File: src/rtl/smbm_pkg.sv
package smbm_pkg;

    localparam logic [2:0] A_CTRL  = 3'd0;
    localparam logic [2:0] A_TADDR = 3'd1;
    localparam logic [2:0] A_OFFS  = 3'd2;
    localparam logic [2:0] A_WDATA = 3'd3;
    localparam logic [2:0] A_RDATA = 3'd4;
    localparam logic [2:0] A_STAT  = 3'd5;
    localparam logic [2:0] A_MASK  = 3'd6;

    localparam int NSRC = 4;

    typedef enum logic [2:0] {
        ST_IDLE, ST_START, ST_BYTE, ST_ACK, ST_RSTART, ST_STOP, ST_FIN
    } eng_st_t;

    typedef enum logic [2:0] {
        K_ADDRW, K_OFFS, K_WDATA, K_ADDRR, K_RDATA
    } kind_t;

    typedef struct packed {
        logic nack;
        logic rd_done;
        logic wr_done;
    } evt_t;

    function automatic logic [7:0] tx_byte(kind_t k, logic [6:0] ta,
                                           logic [7:0] of, logic [7:0] wd);
        case (k)
            K_ADDRW: tx_byte = {ta, 1'b0};
            K_OFFS:  tx_byte = of;
            K_WDATA: tx_byte = wd;
            K_ADDRR: tx_byte = {ta, 1'b1};
            default: tx_byte = 8'hFF;
        endcase
    endfunction

endpackage

File: src/rtl/smbm_engine.sv
module smbm_engine
    import smbm_pkg::*;
#(
    parameter int HALF_DIV = 4
) (
    input  logic       clk,
    input  logic       rst,
    input  logic       go_wr,
    input  logic       go_rd,
    input  logic [6:0] taddr,
    input  logic [7:0] offs,
    input  logic [7:0] wdat,
    input  logic       sda_in,
    output logic       scl_oe,
    output logic       sda_oe,
    output logic       busy,
    output evt_t       evt,
    output logic [7:0] rbyte
);
    localparam int HCW = (HALF_DIV > 1) ? $clog2(HALF_DIV) : 1;
    localparam logic [HCW-1:0] HLAST = HCW'(HALF_DIV - 1);

    eng_st_t        st;
    kind_t          kind;
    logic           ph;
    logic [HCW-1:0] hcnt;
    logic [2:0]     bitn;
    logic [7:0]     shreg;
    logic [7:0]     rx;
    logic           is_rd;
    logic           nack_seen;
    logic           tick;

    assign busy = (st != ST_IDLE);
    assign tick = busy && (hcnt == HLAST);

    always_ff @(posedge clk) begin
        if (rst) begin
            st        <= ST_IDLE;
            kind      <= K_ADDRW;
            ph        <= 1'b0;
            hcnt      <= '0;
            bitn      <= 3'd7;
            shreg     <= 8'hFF;
            rx        <= 8'h00;
            is_rd     <= 1'b0;
            nack_seen <= 1'b0;
            evt       <= '0;
            rbyte     <= 8'h00;
        end else begin
            evt <= '0;
            if (st == ST_IDLE) begin
                if (go_wr || go_rd) begin
                    st        <= ST_START;
                    ph        <= 1'b0;
                    hcnt      <= '0;
                    is_rd     <= go_rd && !go_wr;
                    kind      <= K_ADDRW;
                    nack_seen <= 1'b0;
                end
            end else if (!tick) begin
                hcnt <= hcnt + 1'b1;
            end else begin
                hcnt <= '0;
                ph   <= ~ph;
                case (st)
                    ST_START: if (ph) begin
                        st    <= ST_BYTE;
                        shreg <= tx_byte(kind, taddr, offs, wdat);
                        bitn  <= 3'd7;
                    end
                    ST_BYTE: if (ph) begin
                        rx    <= {rx[6:0], sda_in};
                        shreg <= {shreg[6:0], 1'b1};
                        if (bitn == 3'd0) st <= ST_ACK;
                        else              bitn <= bitn - 1'b1;
                    end
                    ST_ACK: if (ph) begin
                        bitn <= 3'd7;
                        if (kind != K_RDATA && sda_in) begin
                            nack_seen <= 1'b1;
                            st        <= ST_STOP;
                        end else begin
                            case (kind)
                                K_ADDRW: begin
                                    kind  <= K_OFFS;
                                    st    <= ST_BYTE;
                                    shreg <= tx_byte(K_OFFS, taddr, offs, wdat);
                                end
                                K_OFFS: begin
                                    if (is_rd) begin
                                        kind <= K_ADDRR;
                                        st   <= ST_RSTART;
                                    end else begin
                                        kind  <= K_WDATA;
                                        st    <= ST_BYTE;
                                        shreg <= tx_byte(K_WDATA, taddr, offs, wdat);
                                    end
                                end
                                K_ADDRR: begin
                                    kind  <= K_RDATA;
                                    st    <= ST_BYTE;
                                    shreg <= 8'hFF;
                                end
                                K_RDATA: begin
                                    rbyte <= rx;
                                    st    <= ST_STOP;
                                end
                                default: st <= ST_STOP;
                            endcase
                        end
                    end
                    ST_RSTART: begin
                        st <= ST_START;
                        ph <= 1'b0;
                    end
                    ST_STOP: if (ph) begin
                        st <= ST_FIN;
                        ph <= 1'b0;
                    end
                    ST_FIN: begin
                        st          <= ST_IDLE;
                        ph          <= 1'b0;
                        evt.wr_done <= !nack_seen && !is_rd;
                        evt.rd_done <= !nack_seen && is_rd;
                        evt.nack    <= nack_seen;
                    end
                    default: st <= ST_IDLE;
                endcase
            end
        end
    end

    always_comb begin
        scl_oe = 1'b0;
        sda_oe = 1'b0;
        case (st)
            ST_START:  sda_oe = ph;
            ST_BYTE:   begin scl_oe = !ph; sda_oe = !shreg[7]; end
            ST_ACK:    scl_oe = !ph;
            ST_RSTART: scl_oe = 1'b1;
            ST_STOP:   begin scl_oe = !ph; sda_oe = 1'b1; end
            default:   ;
        endcase
    end

    a_r10_scl_on_tick: assert property (@(posedge clk) disable iff (rst)
        !$stable(scl_oe) |-> $past(tick));

    a_r10_sda_steady_high: assert property (@(posedge clk) disable iff (rst)
        (st == ST_BYTE && $past(st) == ST_BYTE && !scl_oe && !$past(scl_oe))
        |-> $stable(sda_oe));

    a_r5_busy_holds: assert property (@(posedge clk) disable iff (rst)
        (busy && !tick) |=> busy);

endmodule

File: src/rtl/smbm_regs.sv
module smbm_regs
    import smbm_pkg::*;
(
    input  logic       clk,
    input  logic       rst,
    input  logic       reg_wr,
    input  logic       reg_rd,
    input  logic [2:0] reg_addr,
    input  logic [7:0] reg_wdata,
    output logic [7:0] reg_rdata,
    input  logic       busy,
    input  evt_t       evt,
    input  logic [7:0] rbyte,
    input  logic       tgt_irq,
    output logic       go_wr,
    output logic       go_rd,
    output logic [6:0] taddr,
    output logic [7:0] offs,
    output logic [7:0] wdat,
    output logic       irq
);
    logic [NSRC-1:0] stat;
    logic [NSRC-1:0] mask;
    logic [NSRC-1:0] set_v;
    logic [NSRC-1:0] clr_v;
    logic [1:0]      tsync;
    logic            ctrl_wr;

    assign ctrl_wr = reg_wr && (reg_addr == A_CTRL) && !busy;
    assign go_wr   = ctrl_wr && reg_wdata[0];
    assign go_rd   = ctrl_wr && !reg_wdata[0] && reg_wdata[1];

    assign set_v = {evt.nack, evt.rd_done, evt.wr_done, tsync[1]};
    assign clr_v = (reg_wr && reg_addr == A_STAT) ? reg_wdata[NSRC-1:0] : '0;
    assign irq   = |(stat & ~mask);

    always_ff @(posedge clk) begin
        if (rst) begin
            taddr     <= '0;
            offs      <= '0;
            wdat      <= '0;
            mask      <= '1;
            stat      <= '0;
            tsync     <= '0;
            reg_rdata <= '0;
        end else begin
            tsync <= {tsync[0], tgt_irq};
            stat  <= set_v | (stat & ~clr_v);
            if (reg_wr) begin
                case (reg_addr)
                    A_TADDR: taddr <= reg_wdata[6:0];
                    A_OFFS:  offs  <= reg_wdata;
                    A_WDATA: wdat  <= reg_wdata;
                    A_MASK:  mask  <= reg_wdata[NSRC-1:0];
                    default: ;
                endcase
            end
            if (reg_rd) begin
                case (reg_addr)
                    A_CTRL:  reg_rdata <= {busy, 7'd0};
                    A_TADDR: reg_rdata <= {1'b0, taddr};
                    A_OFFS:  reg_rdata <= offs;
                    A_WDATA: reg_rdata <= wdat;
                    A_RDATA: reg_rdata <= rbyte;
                    A_STAT:  reg_rdata <= {{(8-NSRC){1'b0}}, stat};
                    A_MASK:  reg_rdata <= {{(8-NSRC){1'b0}}, mask};
                    default: reg_rdata <= 8'h00;
                endcase
            end
        end
    end

    a_r6_single_event: assert property (@(posedge clk) disable iff (rst)
        $onehot0({evt.nack, evt.rd_done, evt.wr_done}));

    a_r7_w1c_clears: assert property (@(posedge clk) disable iff (rst)
        (reg_wr && reg_addr == A_STAT && reg_wdata[1] && !evt.wr_done)
        |=> !stat[1]);

    a_r8_full_mask_quiet: assert property (@(posedge clk) disable iff (rst)
        (mask == '1) |-> !irq);

    a_r9_pin_sets: assert property (@(posedge clk) disable iff (rst)
        tsync[1] |=> stat[0]);

endmodule

File: src/rtl/smbus_byte_master.sv
module smbus_byte_master
    import smbm_pkg::*;
#(
    parameter int HALF_DIV = 4
) (
    input  logic       clk,
    input  logic       rst,
    input  logic       reg_wr,
    input  logic       reg_rd,
    input  logic [2:0] reg_addr,
    input  logic [7:0] reg_wdata,
    output logic [7:0] reg_rdata,
    output logic       scl_oe,
    output logic       sda_oe,
    input  logic       sda_in,
    input  logic       tgt_irq,
    output logic       irq
);
    logic       go_wr;
    logic       go_rd;
    logic       busy;
    logic [6:0] taddr;
    logic [7:0] offs;
    logic [7:0] wdat;
    logic [7:0] rbyte;
    evt_t       evt;

    smbm_regs u_regs (
        .clk(clk), .rst(rst),
        .reg_wr(reg_wr), .reg_rd(reg_rd), .reg_addr(reg_addr),
        .reg_wdata(reg_wdata), .reg_rdata(reg_rdata),
        .busy(busy), .evt(evt), .rbyte(rbyte), .tgt_irq(tgt_irq),
        .go_wr(go_wr), .go_rd(go_rd),
        .taddr(taddr), .offs(offs), .wdat(wdat), .irq(irq)
    );

    smbm_engine #(.HALF_DIV(HALF_DIV)) u_engine (
        .clk(clk), .rst(rst),
        .go_wr(go_wr), .go_rd(go_rd),
        .taddr(taddr), .offs(offs), .wdat(wdat),
        .sda_in(sda_in), .scl_oe(scl_oe), .sda_oe(sda_oe),
        .busy(busy), .evt(evt), .rbyte(rbyte)
    );

endmodule

File: config.mk
export PLATFORM = sky130hd
export DESIGN_NAME = smbus_byte_master
export DESIGN_NICKNAME = d
export VERILOG_FILES = /design/src/rtl/smbm_pkg.sv /design/src/rtl/smbm_engine.sv /design/src/rtl/smbm_regs.sv /design/src/rtl/smbus_byte_master.sv
export SDC_FILE = /design/constraint.sdc
export NUM_CORES = 1
export LEC_CHECK = 0
export CORE_MARGIN = 4
export CORE_UTILIZATION = 50
export DETAILED_ROUTE_END_ITERATION = 16
export PLACE_DENSITY = 0.7
export SLEW_MARGIN = 40
export SYNTH_ARGS = -nofsm -noshare
export SYNTH_HDL_FRONTEND = slang
export SYNTH_SLANG_ARGS = --single-unit
File: constraint.sdc
create_clock -name clk -period 2.5 [get_ports clk]
set_input_delay 0.5 -clock clk [delete_from_list [all_inputs] [get_ports clk]]
set_output_delay 0.5 -clock clk [all_outputs]
set_load 0.01 [all_outputs]
==> results_dict.tcl, run 1 <==
set metrics [dict create \
    ys_ff_latch 82 \
    start_util 0.515 \
    holdCritStartpoint "u_engine.evt[2]" \
    crit_type "register to output port" \
    fp.dieH_um 97.2 \
    worstPathRequired_ps 2000 \
    slew_viol_final 0 \
    end_kind "output port" \
    clk_pin_slew_worst_paths_ps 90 \
    place_hpwl_um 7400 \
    detail_route.wl_per_cell_um 17.0 \
    rsz0062_at_grt "no" \
    ys_seq_area_frac 0.412 \
    grt_pass1_wl_um 16500 \
    relSlewSlack 0.597 \
    wl_met2_um 4550 \
    crit_chain "nand2b_1, o32ai_1, clkdlybuf4s50_1" \
    io_pins 28 \
    async_flop_share 0 \
    drive_gt1_frac 0.113 \
    fin_skew_ps 9.88 \
    crit_path_max_fanout 13 \
    dr_wl_met3_um 564 \
    cts_tree "yes" \
    wl_met1_um 4750 \
    crit_start "u_engine.st[0]" \
    portBuffers 27 \
    h-tree-depth 3 \
    post-route-min-period_ps 2340 \
    rows 32 \
    critPathTopFamily "buffers and inverters" \
    netlist_area_um2 3980 \
    preCtsSetupSlack_ps 161 \
    antenna_left 0 \
    grt.total_usage 0.214 \
    period_share 0.937 \
    critPathLaunchType "register" \
    fin_nets 501 \
    synth_warnings 0 \
    syn-num-nets 478 \
    num_vias 3509 \
    antenna_found_initial 0 \
    clock_sink_count 82 \
    synth_top_area_frac 0.412 \
    arrival_ps 1840 \
    crit_path_top_delay_cell "clkdlybuf4s50_1" \
    hp-class "register to register" \
    highest_layer "met4" \
    synthDistinctLibCells 60 \
    die_w_um 97.2 \
    netlist_instances 458 \
    dieArea_um2 9450 \
    clk_latency_ps 370 \
    slowest_delay_ps 580 \
    drt_iter0_drc 266 \
    crit_buf_inv 1 \
    clockBufferDepth 2 \
    leakage_nw 1.63 \
    root_buffer "clkbuf_8" \
    grt_pass1_vias 3281 \
    synth_area_per_cell_um2 8.69 \
    clock.fmax_mhz 427 \
    core_um2 7730 \
    wirelength_um 9990 \
    num_antenna_cells 0 \
    yosys.area.top_type "dfxtp_1" \
    synthFlopType "dfxtp_1" \
    outcome "complete, no violations" \
    area_growth_pct 14.9 \
    synth_edf_count 0 \
    fin_ws_ps 157 \
    grt_max_degree 39 \
    drt_pass1_iterations 5 \
    cts_buffers 9 \
    layout_commonest_cell "dfxtp_1" \
    worst_pin_slew_ps 603 \
    power_mw 2.63 \
    gp_congestion 0.905 \
    powerDensity_nw_per_um2 575 \
    reg2reg_from "u_engine.kind[1]" \
    ys_top_cells_by_area "dfxtp_1 (41%), mux2i_1 (11%), nor2_1 (5.3%), nand2_1 (5.0%), a21oi_1 (4.1%)" \
    hold_viol 0 \
    ir_drop_mv 0.546 \
    cts_setup_buffers 0 \
    cts_resized 0 \
    cap_violations 0 \
    drc_errors 0 \
    most-common-layout-cells "dfxtp_1 (81), nor2_1 (56), nand2_1 (53)" \
    final.setup.tns_ps 0 \
    vias_per_cell 5.97 \
    overflow 0 \
    ctsHoldBuffers 0 \
    finalSetupViolCount 0 \
]
[cells in the mapped netlist, drive strengths merged, types with 5 or more instances]
cell type and number:
nor2 57, o21ai 13, inv 11, nand3 9, nand2 53, a41oi 5
nor3 6, a31oi 10, dfxtp 82, nand2b 11, clkbuf 16, a21oi 33
a22o 9, mux2i 44, nor2b 9, mux2 6, o32a 7, buf 15
o221a 5
[sequential cells by signal (all words and copies together) (netlist names), 2 cells and up]
register,cells
u_regs.mask,4
u_engine.hcnt,2
u_regs.offs,8
u_engine.st,3
u_regs.reg_rdata,8
u_regs.stat,4
u_engine.rx,8
u_engine.rbyte,8
u_engine.bitn,3
u_engine.shreg,8
u_engine.evt,3
u_regs.wdat,8
u_regs.tsync,2
u_regs.taddr,7
u_engine.kind,3
[metal layers]
layer	vias up	global-route usage
met3	13	0.0503
met5	-	0
met2	114	0.334
met1	1680	0.299
li1	1702	-
met4	0	0.0596
[per-stage QoR]
stage          std cells  area (µm²)  hold slack [ps]  utilization
4_1_cts              588        4570              458        0.592
5_1_grt              588        4570              469        0.592
3_3_place_gp         572        4340              422        0.562
3_5_place_dp         572        4340              435        0.562
6_report             588        4570              451        0.592
2_1_floorplan        458        3980              413            -
[logic make-up after synthesis]
kind of cell,Yosys count,synth area share
xor gates and xnor gates,1,0.00220
adders and majority gates,3,0.00943
buffers and inverters,43,0.0490
muxes,50,0.128
AOI/OAI and AO/OA,112,0.198
DFF,82,0.412
and+or+nand+nor,167,0.201
[final timing paths]
| check | endpoint | slack, ps | cells past startpoint |
|---|---|---|---|
| min | u_regs.stat[3] | 450 | 2 |
| min reg2reg | u_regs.stat[3] | 450 | 2 |
| max reg2reg | u_engine.shreg[7] | 430 | 4 |
| max | sda_oe | 160 | 3 |
[worst register-to-register path, delay by kind of cell, from the launching register on]
family / cells / cell delay (ps)
flops: 1 / 710
simple gates: 2 / 710
compound gates: 2 / 530
[report_power, final]
part | internal [mW] | switching [mW]
logic | 0.0800 | 0.0967
registers | 1.32 | 0.0162
clock network | 0.582 | 0.533
total | 1.98 | 0.646
[final cells by class]
class                      instances  area [µm²]
tap                              102         128
inverter                          12        45.0
clock buffer                       9         124
fill                             700        3150
multi-input combinational        333        2140
sequential                        82        1640
clock inverter                     7         106
timing repair buffer              43         385
(Power assumes the default switching activity.)
==> run 2: changes to the inputs <==
- CAP_MARGIN: not set -> 10
- SKIP_LAST_GASP: not set -> 1
- SLEW_MARGIN: 40 -> not set
==> results of run 2 <==
Same layout as run 1: the final DEF is identical, and so are final timing and power.
